--- config.mk ---
export PLATFORM = sky130hd
export DESIGN_NAME = gpio_port
export DESIGN_NICKNAME = d
export VERILOG_FILES = /design/src/rtl/gpio_pkg.sv /design/src/rtl/gpio_sync.sv /design/src/rtl/gpio_edge.sv /design/src/rtl/gpio_regs.sv /design/src/rtl/gpio_port.sv
export SDC_FILE = /design/constraint.sdc
export NUM_CORES = 1
export LEC_CHECK = 0
export CORE_MARGIN = 4
export CORE_UTILIZATION = 45
export DETAILED_ROUTE_END_ITERATION = 7
export DONT_BUFFER_PORTS = 1
export GPL_TIMING_DRIVEN = 0
export PLACE_DENSITY = 0.65
export SLEW_MARGIN = 10
export SYNTH_ARGS = -nofsm -noshare
export SYNTH_HDL_FRONTEND = slang
export SYNTH_HIERARCHICAL = 1
export SYNTH_SLANG_ARGS = --single-unit
--- constraint.sdc ---
create_clock -name clk -period 2.18 [get_ports clk]
set_input_delay 0 -clock clk [delete_from_list [all_inputs] [get_ports clk]]
set_output_delay 0 -clock clk [all_outputs]
set_load 0.05 [all_outputs]
--- src/rtl/gpio_pkg.sv ---
package gpio_pkg;
  typedef enum logic [1:0] {
    TRIG_RISE = 2'd0,
    TRIG_FALL = 2'd1,
    TRIG_BOTH = 2'd2,
    TRIG_HIGH = 2'd3
  } trig_e;

  localparam int BUS_W  = 32;
  localparam int ADDR_W = 5;

  // word index = byte offset >> 2
  localparam logic [2:0] IDX_DATA = 3'd0;
  localparam logic [2:0] IDX_DIR  = 3'd1;
  localparam logic [2:0] IDX_MASK = 3'd2;
  localparam logic [2:0] IDX_CAP  = 3'd3;
  localparam logic [2:0] IDX_SET  = 3'd4;
  localparam logic [2:0] IDX_CLR  = 3'd5;
endpackage

--- src/rtl/gpio_sync.sv ---
module gpio_sync #(
  parameter int W      = 32,
  parameter int STAGES = 2
) (
  input  logic         clk,
  input  logic         rst,
  input  logic [W-1:0] d_i,
  output logic [W-1:0] q_o
);
  logic [W-1:0] stg [STAGES];

  for (genvar g = 0; g < STAGES; g++) begin : g_stage
    if (g == 0) begin : g_first
      always_ff @(posedge clk) begin
        if (rst) stg[g] <= '0;
        else     stg[g] <= d_i;
      end
    end else begin : g_next
      always_ff @(posedge clk) begin
        if (rst) stg[g] <= '0;
        else     stg[g] <= stg[g-1];
      end
    end
  end

  assign q_o = stg[STAGES-1];
endmodule

--- src/rtl/gpio_edge.sv ---
module gpio_edge
  import gpio_pkg::*;
#(
  parameter int    N    = 32,
  parameter trig_e TRIG = TRIG_RISE
) (
  input  logic         clk,
  input  logic         rst,
  input  logic [N-1:0] lvl_i,
  input  logic [N-1:0] clr_i,
  input  logic [N-1:0] mask_i,
  output logic [N-1:0] cap_o,
  output logic         irq_o
);
  logic [N-1:0] edge_w;
  logic [N-1:0] src_w;
  logic [N-1:0] cap_q;
  logic         irq_q;

  if (TRIG == TRIG_HIGH) begin : g_level
    assign edge_w = '0;
    assign src_w  = lvl_i;
  end else begin : g_edge
    logic [N-1:0] prev_q;
    always_ff @(posedge clk) begin
      if (rst) prev_q <= '0;
      else     prev_q <= lvl_i;
    end
    if (TRIG == TRIG_RISE) begin : g_rise
      assign edge_w = lvl_i & ~prev_q;
    end else if (TRIG == TRIG_FALL) begin : g_fall
      assign edge_w = ~lvl_i & prev_q;
    end else begin : g_both
      assign edge_w = lvl_i ^ prev_q;
    end
    assign src_w = cap_q;
  end

  // a new edge has priority over a simultaneous clear
  always_ff @(posedge clk) begin
    if (rst) cap_q <= '0;
    else     cap_q <= (cap_q & ~clr_i) | edge_w;
  end

  always_ff @(posedge clk) begin
    if (rst) irq_q <= 1'b0;
    else     irq_q <= |(src_w & mask_i);
  end

  assign cap_o = cap_q;
  assign irq_o = irq_q;

  assert_w1c_hold_R7: assert property (@(posedge clk) disable iff (rst)
    1'b1 |=> (((($past(cap_q) & ~$past(clr_i))) & ~cap_q) == '0));

  assert_edge_wins_R8: assert property (@(posedge clk) disable iff (rst)
    (|edge_w) |=> ((cap_q & $past(edge_w)) == $past(edge_w)));

  assert_mask_gate_R9: assert property (@(posedge clk) disable iff (rst)
    (mask_i == '0) |=> !irq_o);

  if (TRIG == TRIG_HIGH) begin : g_chk_level
    assert_level_irq_R10: assert property (@(posedge clk) disable iff (rst)
      (|(lvl_i & mask_i)) |=> irq_o);
  end else begin : g_chk_edge
    assert_cap_irq_R9: assert property (@(posedge clk) disable iff (rst)
      (|(cap_q & mask_i)) |=> irq_o);
  end
endmodule

--- src/rtl/gpio_regs.sv ---
module gpio_regs
  import gpio_pkg::*;
#(
  parameter int N = 32
) (
  input  logic             clk,
  input  logic             rst,
  input  logic             wr_en,
  input  logic             rd_en,
  input  logic [2:0]       idx_i,
  input  logic [BUS_W-1:0] wdata_i,
  input  logic [N-1:0]     pins_i,
  input  logic [N-1:0]     cap_i,
  output logic [N-1:0]     out_o,
  output logic [N-1:0]     dir_o,
  output logic [N-1:0]     mask_o,
  output logic [N-1:0]     clr_o,
  output logic [BUS_W-1:0] rdata_o
);
  logic [N-1:0]     wbits;
  logic [N-1:0]     out_q, dir_q, mask_q;
  logic [BUS_W-1:0] rdata_q;
  logic             unused_wdata;

  assign wbits        = wdata_i[N-1:0];
  assign unused_wdata = ^wdata_i;

  always_ff @(posedge clk) begin
    if (rst) begin
      out_q  <= '0;
      dir_q  <= '0;
      mask_q <= '0;
    end else if (wr_en) begin
      case (idx_i)
        IDX_DATA: out_q  <= wbits;
        IDX_DIR:  dir_q  <= wbits;
        IDX_MASK: mask_q <= wbits;
        IDX_SET:  out_q  <= out_q | wbits;
        IDX_CLR:  out_q  <= out_q & ~wbits;
        default: ;
      endcase
    end
  end

  assign clr_o = (wr_en && idx_i == IDX_CAP) ? wbits : '0;

  always_ff @(posedge clk) begin
    if (rst) begin
      rdata_q <= '0;
    end else if (rd_en) begin
      case (idx_i)
        IDX_DATA: rdata_q <= BUS_W'(pins_i);
        IDX_DIR:  rdata_q <= BUS_W'(dir_q);
        IDX_MASK: rdata_q <= BUS_W'(mask_q);
        IDX_CAP:  rdata_q <= BUS_W'(cap_i);
        default:  rdata_q <= '0;
      endcase
    end
  end

  assign out_o   = out_q;
  assign dir_o   = dir_q;
  assign mask_o  = mask_q;
  assign rdata_o = rdata_q;

  assert_set_bits_R5: assert property (@(posedge clk) disable iff (rst)
    (wr_en && idx_i == IDX_SET) |=>
      ((out_q & $past(wbits)) == $past(wbits)) &&
      ((out_q & ~$past(wbits)) == ($past(out_q) & ~$past(wbits))));

  assert_clr_bits_R5: assert property (@(posedge clk) disable iff (rst)
    (wr_en && idx_i == IDX_CLR) |=>
      ((out_q & $past(wbits)) == '0) &&
      ((out_q & ~$past(wbits)) == ($past(out_q) & ~$past(wbits))));

  assert_out_hold_R5: assert property (@(posedge clk) disable iff (rst)
    !(wr_en && (idx_i == IDX_DATA || idx_i == IDX_SET || idx_i == IDX_CLR))
      |=> $stable(out_q));

  assert_rdata_hold_R11: assert property (@(posedge clk) disable iff (rst)
    !rd_en |=> $stable(rdata_q));
endmodule

--- src/rtl/gpio_port.sv ---
module gpio_port
  import gpio_pkg::*;
#(
  parameter int    N    = 32,
  parameter trig_e TRIG = TRIG_RISE
) (
  input  logic              clk,
  input  logic              rst,
  input  logic              wr_en,
  input  logic              rd_en,
  input  logic [ADDR_W-1:0] addr,
  input  logic [BUS_W-1:0]  wdata,
  output logic [BUS_W-1:0]  rdata,
  input  logic [N-1:0]      pin_in,
  output logic [N-1:0]      pin_out,
  output logic [N-1:0]      pin_oe,
  output logic              irq
);
  logic [N-1:0] lvl_w, cap_w, clr_w, mask_w;
  logic [2:0]   idx_w;
  logic         unused_addr;

  assign idx_w       = addr[4:2];
  assign unused_addr = ^addr[1:0];

  gpio_sync #(.W(N), .STAGES(2)) u_sync (
    .clk (clk),
    .rst (rst),
    .d_i (pin_in),
    .q_o (lvl_w)
  );

  gpio_regs #(.N(N)) u_regs (
    .clk     (clk),
    .rst     (rst),
    .wr_en   (wr_en),
    .rd_en   (rd_en),
    .idx_i   (idx_w),
    .wdata_i (wdata),
    .pins_i  (lvl_w),
    .cap_i   (cap_w),
    .out_o   (pin_out),
    .dir_o   (pin_oe),
    .mask_o  (mask_w),
    .clr_o   (clr_w),
    .rdata_o (rdata)
  );

  gpio_edge #(.N(N), .TRIG(TRIG)) u_edge (
    .clk    (clk),
    .rst    (rst),
    .lvl_i  (lvl_w),
    .clr_i  (clr_w),
    .mask_i (mask_w),
    .cap_o  (cap_w),
    .irq_o  (irq)
  );
endmodule

After elaboration in Yosys (flattened, before gate mapping)
Memories as Yosys holds them, arrays and structs flattened.
Cells that the tools add are included.
{"block": "word_totals", "register_bits": 193, "word_cells": 39, "inputBits": 73, "mem_count": 1, "output_inout_bits": 97, "mem_bits_rw": 64}
{"block": "op_classes", "eq_ne": 5, "mux": 8, "n_bitwise": 11, "reduce_logical": 7}
{"name": "u_sync.stg", "words": 2, "word_bits": 32, "rd": 2, "rd_ports_with_merged_regs": 0, "wr": 2, "line": "gpio_sync.sv:10", "source": "logic [W-1:0] stg [STAGES];"}
{"op": "$and 32x32->32", "count": 4}
{"op": "$pmux 32 s4", "count": 1}
{"op": "$mux 32", "count": 3}
{"op": "$not 32->32", "count": 3}
{"op": "$pmux 32 s3", "count": 1}
{"op": "$or 32x32->32", "count": 2}
{"op": "$reduce_or 32->1", "count": 1}
{"op": "$eq 3x2->1 const B", "count": 2}
{"op": "$eq 3x3->1 const B", "count": 2}
{"op": "$reduce_and 2->1", "count": 3}
{"op": "$eq 3x1->1 const B", "count": 1}
{"op": "$logic_not 3->1", "count": 1}
{"op": "$mux 1", "count": 3}
{"op": "$reduce_bool 3->1", "count": 1}
{"op": "$or 1x1->1", "count": 2}
{"op": "$logic_and 1x1->1", "count": 1}

Longest topological paths before layout
{"block": "logic_depth", "depth_word": 6, "ltp_mapped": 6, "mapped_depth_nobuf": 4}

Modules after synthesis
The synthesis kept the hierarchy.
{"module": "gpio_regs", "area_per_inst_um2": 6422.4, "seq_area_each_um2": 2562.5, "n_inst": 1, "cells_each": 733}
{"module": "gpio_edge", "area_per_inst_um2": 2262.2, "seq_area_each_um2": 1301.2, "n_inst": 1, "cells_each": 222}
{"module": "gpio_sync", "area_per_inst_um2": 1918.1, "seq_area_each_um2": 1281.2, "n_inst": 1, "cells_each": 135}

Worst setup path before layout
No wires, ideal clock.
{"block": "synth_path", "kind": "reg2reg", "from": "register u_regs.dir_q[17], in the netlist u_regs/dir_o[17]", "to": "register u_regs.rdata_q[17], in the netlist u_regs/rdata_o[17]", "period_less_slack_ns": 1.265, "setup_ns": 0.128, "path_stages_with_launch": 4, "n_path_buf": 0, "setup_slack_ns": 0.915, "t_arrival_ns": 1.138, "required_time_ns": 2.052, "path_cell_list": "dfxtp_1 > mux2_1 > a221oi_2 > nor2_1"}
{"block": "synth_via", "elab_chain_cells": 1}
{"item": "start, declared", "line": "gpio_regs.sv:21", "source": "logic [N-1:0] out_q, dir_q, mask_q;"}
{"item": "start signal, assigned", "line": "gpio_regs.sv:36", "source": "IDX_DIR: dir_q <= wbits;"}
{"item": "$pmux 32 s4", "line": "gpio_regs.sv:51", "source": "case (idx_i)"}
{"item": "end signal, assigned", "line": "gpio_regs.sv:52", "source": "IDX_DATA: rdata_q <= BUS_W'(pins_i);"}
{"item": "end signal, assigned", "line": "gpio_regs.sv:53", "source": "IDX_DIR: rdata_q <= BUS_W'(dir_q);"}
{"item": "end signal, assigned", "line": "gpio_regs.sv:54", "source": "IDX_MASK: rdata_q <= BUS_W'(mask_q);"}
{"item": "end, declared", "line": "gpio_regs.sv:22", "source": "logic [BUS_W-1:0] rdata_q;"}
No other way between the ends.
A chain may end at the register's enable or synchronous reset.

Worst setup path in the final report
{"block": "layout_path", "from": "input addr[3]", "to": "register u_regs.dir_q[31], in the netlist u_regs/dir_o[31]"}
{"block": "layout_via", "elab_chain_cells": 2}
{"item": "start, declared", "line": "gpio_port.sv:11", "source": "input logic [ADDR_W-1:0] addr,"}
{"item": "$eq 3x1->1", "line": "gpio_regs.sv:34", "source": "case (idx_i)"}
{"item": "$reduce_and 2->1 (no line)"}
No other way between the ends.

==> flow_summary.ini <==
[pwr]
p_int_uw = 8060
seq_power_share_pct = 48.1
power.share.clock_pct = 43.9
switching_share_pct = 24.3
power_frac_comb_pct = 8.0
p_sw_uw = 2590
pwr_density_cell_nw_per_um2 = 827
p_leak_uw = 0.00476
vdd_drop_max_mv = 0.617

[worst_setup_path]
worstPathBufferInverterCount = 4
rr_endpoint = u_regs/dir_o[31]$_SDFFE_PP0P_
worstPathCellList = dlygate4sd3_1, and4bb_1, buf_2, nand2_1, dlygate4sd3_1, a21oi_1, dlygate4sd3_1
critical_path.top_delay_family = buffers and inverters
path_common_cell = dlygate4sd3_1
crit_type = primary input to register
startpoint_type = primary input
reg2regPathDepth = 3
crit_slowest_cell = dlygate4sd3_1
critPathMaxFanout = 5
worstReg2RegStart = u_regs/dir_o[31]$_SDFFE_PP0P_
slowest_delay_ns = 0.63
cp-startpoint = addr[3]
end_kind = register
crit_required_ns = 2.67
regToRegSetupSlack_ns = 0.57
arrival_ns = 2.40

[run_status]
status = finished clean

[floorplan]
rows = 55
dieWidth_microns = 161
die_area_sq_um = 26100
coreArea_sq_um = 22900
pin_count = 170
initial_utilization_pct = 46.3
die_y_microns = 161

[detailed_routing]
routed_via_density = 5.32
ant_nets = 0
drc = 0
dr_total_vias = 8249
dr.pass1.iters = 6
routedWlPerCell_microns = 20.3
routed_wl_mm = 31.5
drt_iter0_markers = 730

[sta]
max_slew.worst_pin.slew_ns = 0.728
period_share_pct = 87.8
grt_setup_unrepaired = no
fmax_ghz = 0.522
finClkSkew_ns = 0.00810
relSlewSlack_pct = 51.5
finalSetupViolCount = 0
tns_ns = 0
drv_slew = 0
period_needed_ns = 1.91
finalHoldViolCount = 0

[clock_tree]
root_buffer = clkbuf_16
clock_path_buffers = 3
htree_levels = 1
clk_latency_ns = 0.54
tritoncts = yes
cts-buffers-inserted = 29
path_clk_slew_ns = 0.06
cts.sinks = 257

[layout]
drive_gt1_share_pct = 20.8
syn_to_final_growth_pct = 21.5
multi_input_area_sq_um = 4990
fin_cells = 1550
nets = 1290
num-fill-cells = 2017
seq_area_sq_um = 5140

[grt]
grt_max_degree = 15
antenna_found_initial = 1
use_met2_pct = 38.4
grtUsageMet3_pct = 7.78
grt_pass1_vias = 8229
grt.busiest_layer = met2
grt_pass1_wl_mm = 47.9
overflow = 0
grt_usage_pct = 23.4
grtUsageMet1_pct = 29.6

[run]
maxCapViolations = 0

[synth]
yosysUniqueCellTypes = 37
ys.warnings.count = 6
syn_nets = 1163
avgSynthCellArea_sq_um = 9.73
synth_seq_cells = 257
syn_inst = 1090
ys_seq_area_share_pct = 48.5
syn-cell-area_sq_um = 10600

[placement]
dp_hpwl_mm = 22.1
post-place-cells = 1403
gp_congestion = 0.849
portBuffers = 0

[min_path]
min_to = u_regs/rdata_o[0]$_SDFFE_PP0P_
min_from = rd_en
hp-class = primary input to register
hold_depth = 3
[placed cells by master, fill, tap and decap left out, drive strengths merged, types with 15 or more instances in the layout]
cell / netlist / layout
o21ai: 30 / 30
a221oi: 32 / 32
nor2b: 144 / 144
nor2: 32 / 32
nand2b: 63 / 63
nor3b: 19 / 19
dfxtp: 257 / 257
a21oi: 128 / 128
buf: 42 / 42
o31ai: 17 / 17
o21ba: 15 / 15
a22oi: 16 / 16
and2: 32 / 32
clkbuf: 40 / 83
nand2: 145 / 145
mux2: 64 / 64
dlygate4sd3: 0 / 96
[cell families (layout without fill, tap and decap cells)]
kind of cell,count (synthesis),count (layout),share of synthesized area [%]
simple gates,447,447,24.2
flops,257,257,48.5
compound gates,239,239,15.8
buf+inv,83,228,4.44
mux,64,64,7.01
other cells,0,2,0
[synth_stat cells (all sizes together)]
library cell,n,area (sq um)
dfxtp,257,5140
nand2,145,544
nor2b,144,1050
a21oi,128,641
mux2,64,743
nand2b,63,394
buf,42,312
clkbuf,40,155
a221oi,32,468
and2,32,200
nor2,32,120
o21ai,30,150
nor3b,19,153
o31ai,17,128
a22oi,16,130
o21ba,15,150
nand4,4,25.0
nand4bb,2,22.5
or2b,2,15.0
and3b,1,8.76
and4b,1,10.0
and4bb,1,12.5
inv,1,3.75
nor4bb,1,10.0
o41a,1,11.3
[how the worst max path moves through the flow]
stage,to,slack (ns),depth (start not counted)
final,u_regs/dir_o[31]$_SDFFE_PP0P_,0.27,7
after global routing,u_regs/dir_o[31]$_SDFFE_PP0P_,0.24,7
after CTS,u_regs/dir_o[31]$_SDFFE_PP0P_,0.36,7
after detailed placement,u_regs/out_o[27]$_SDFFE_PP0P_,0.75,6
after global placement,u_regs/out_o[27]$_SDFFE_PP0P_,0.77,6
after floorplan,u_regs/rdata_o[17]$_SDFFE_PP0P_,0.91,3
[worst reg2reg max path, delay by kind of cell, from the launching register on]
kind | cells | cell delay (ns)
flops | 1 | 0.73
simple gates | 1 | 0.11
compound gates | 1 | 0.16
buf+inv | 1 | 0.56
[metal layers]
layer / share of wire [%] / wire length [microns]
met5: 0 / 0
met4: 2.8 / 869
met3: 9.8 / 3080
met2: 47 / 14600
met1: 41 / 12900
[registers in the layout, indices dropped and copies added (netlist names)]
name / cells
u_edge/cap_o: 32
u_edge/g_edge.prev_q: 32
u_edge/irq_o: 1
u_regs/dir_o: 32
u_regs/mask_o: 32
u_regs/out_o: 32
u_regs/rdata_o: 32
u_sync/stg: 64
[per-stage QoR]
stage | area, sq um | power (uW) | hold WS [ns] | setup slack [ns] | util [%]
floorplan | 10600 | 5670 | 0.128 | 0.915 | -
detailed placement | 11000 | 5890 | 0.133 | 0.747 | 48.0
finish | 12900 | 10600 | 0.0195 | 0.265 | 56.2
CTS | 12900 | 10700 | 0.00570 | 0.357 | 56.2
global placement | 11000 | 5870 | 0.130 | 0.767 | 48.0
global route | 12900 | 11000 | 0.0335 | 0.238 | 56.2
[power groups by stage]
| stage | clock network [uW] | logic, uW | registers [uW] |
|---|---|---|---|
| 6_report | 4680 | 853 | 5120 |
| 5_1_grt | 4970 | 921 | 5130 |
| 4_1_cts | 4760 | 848 | 5120 |
| 3_5_place_dp | 0 | 669 | 5220 |
| 3_3_place_gp | 0 | 657 | 5220 |
| 2_1_floorplan | 0 | 505 | 5170 |
[final cells by class]
| cell class | count | area share (%) |
|---|---|---|
| Tap cell | 313 | 3.04 |
| Clock buffer | 43 | 6.66 |
| Inverter | 1 | 0.0291 |
| Sequential cell | 257 | 39.9 |
| Clock inverter | 6 | 0.486 |
| Buffer | 82 | 3.62 |
| Multi-Input combinational cell | 750 | 38.7 |
| Antenna cell | 2 | 0.0389 |
| Timing Repair Buffer | 96 | 7.46 |
[timing repair]
action | 4_1_cts | 5_1_grt
buffers inserted | 0 | 0
resized for setup | 0 | 0
hold buffers | 96 | 0
hold endpoints to repair | 206 | 0
Power figures use the tool's default switching activity.
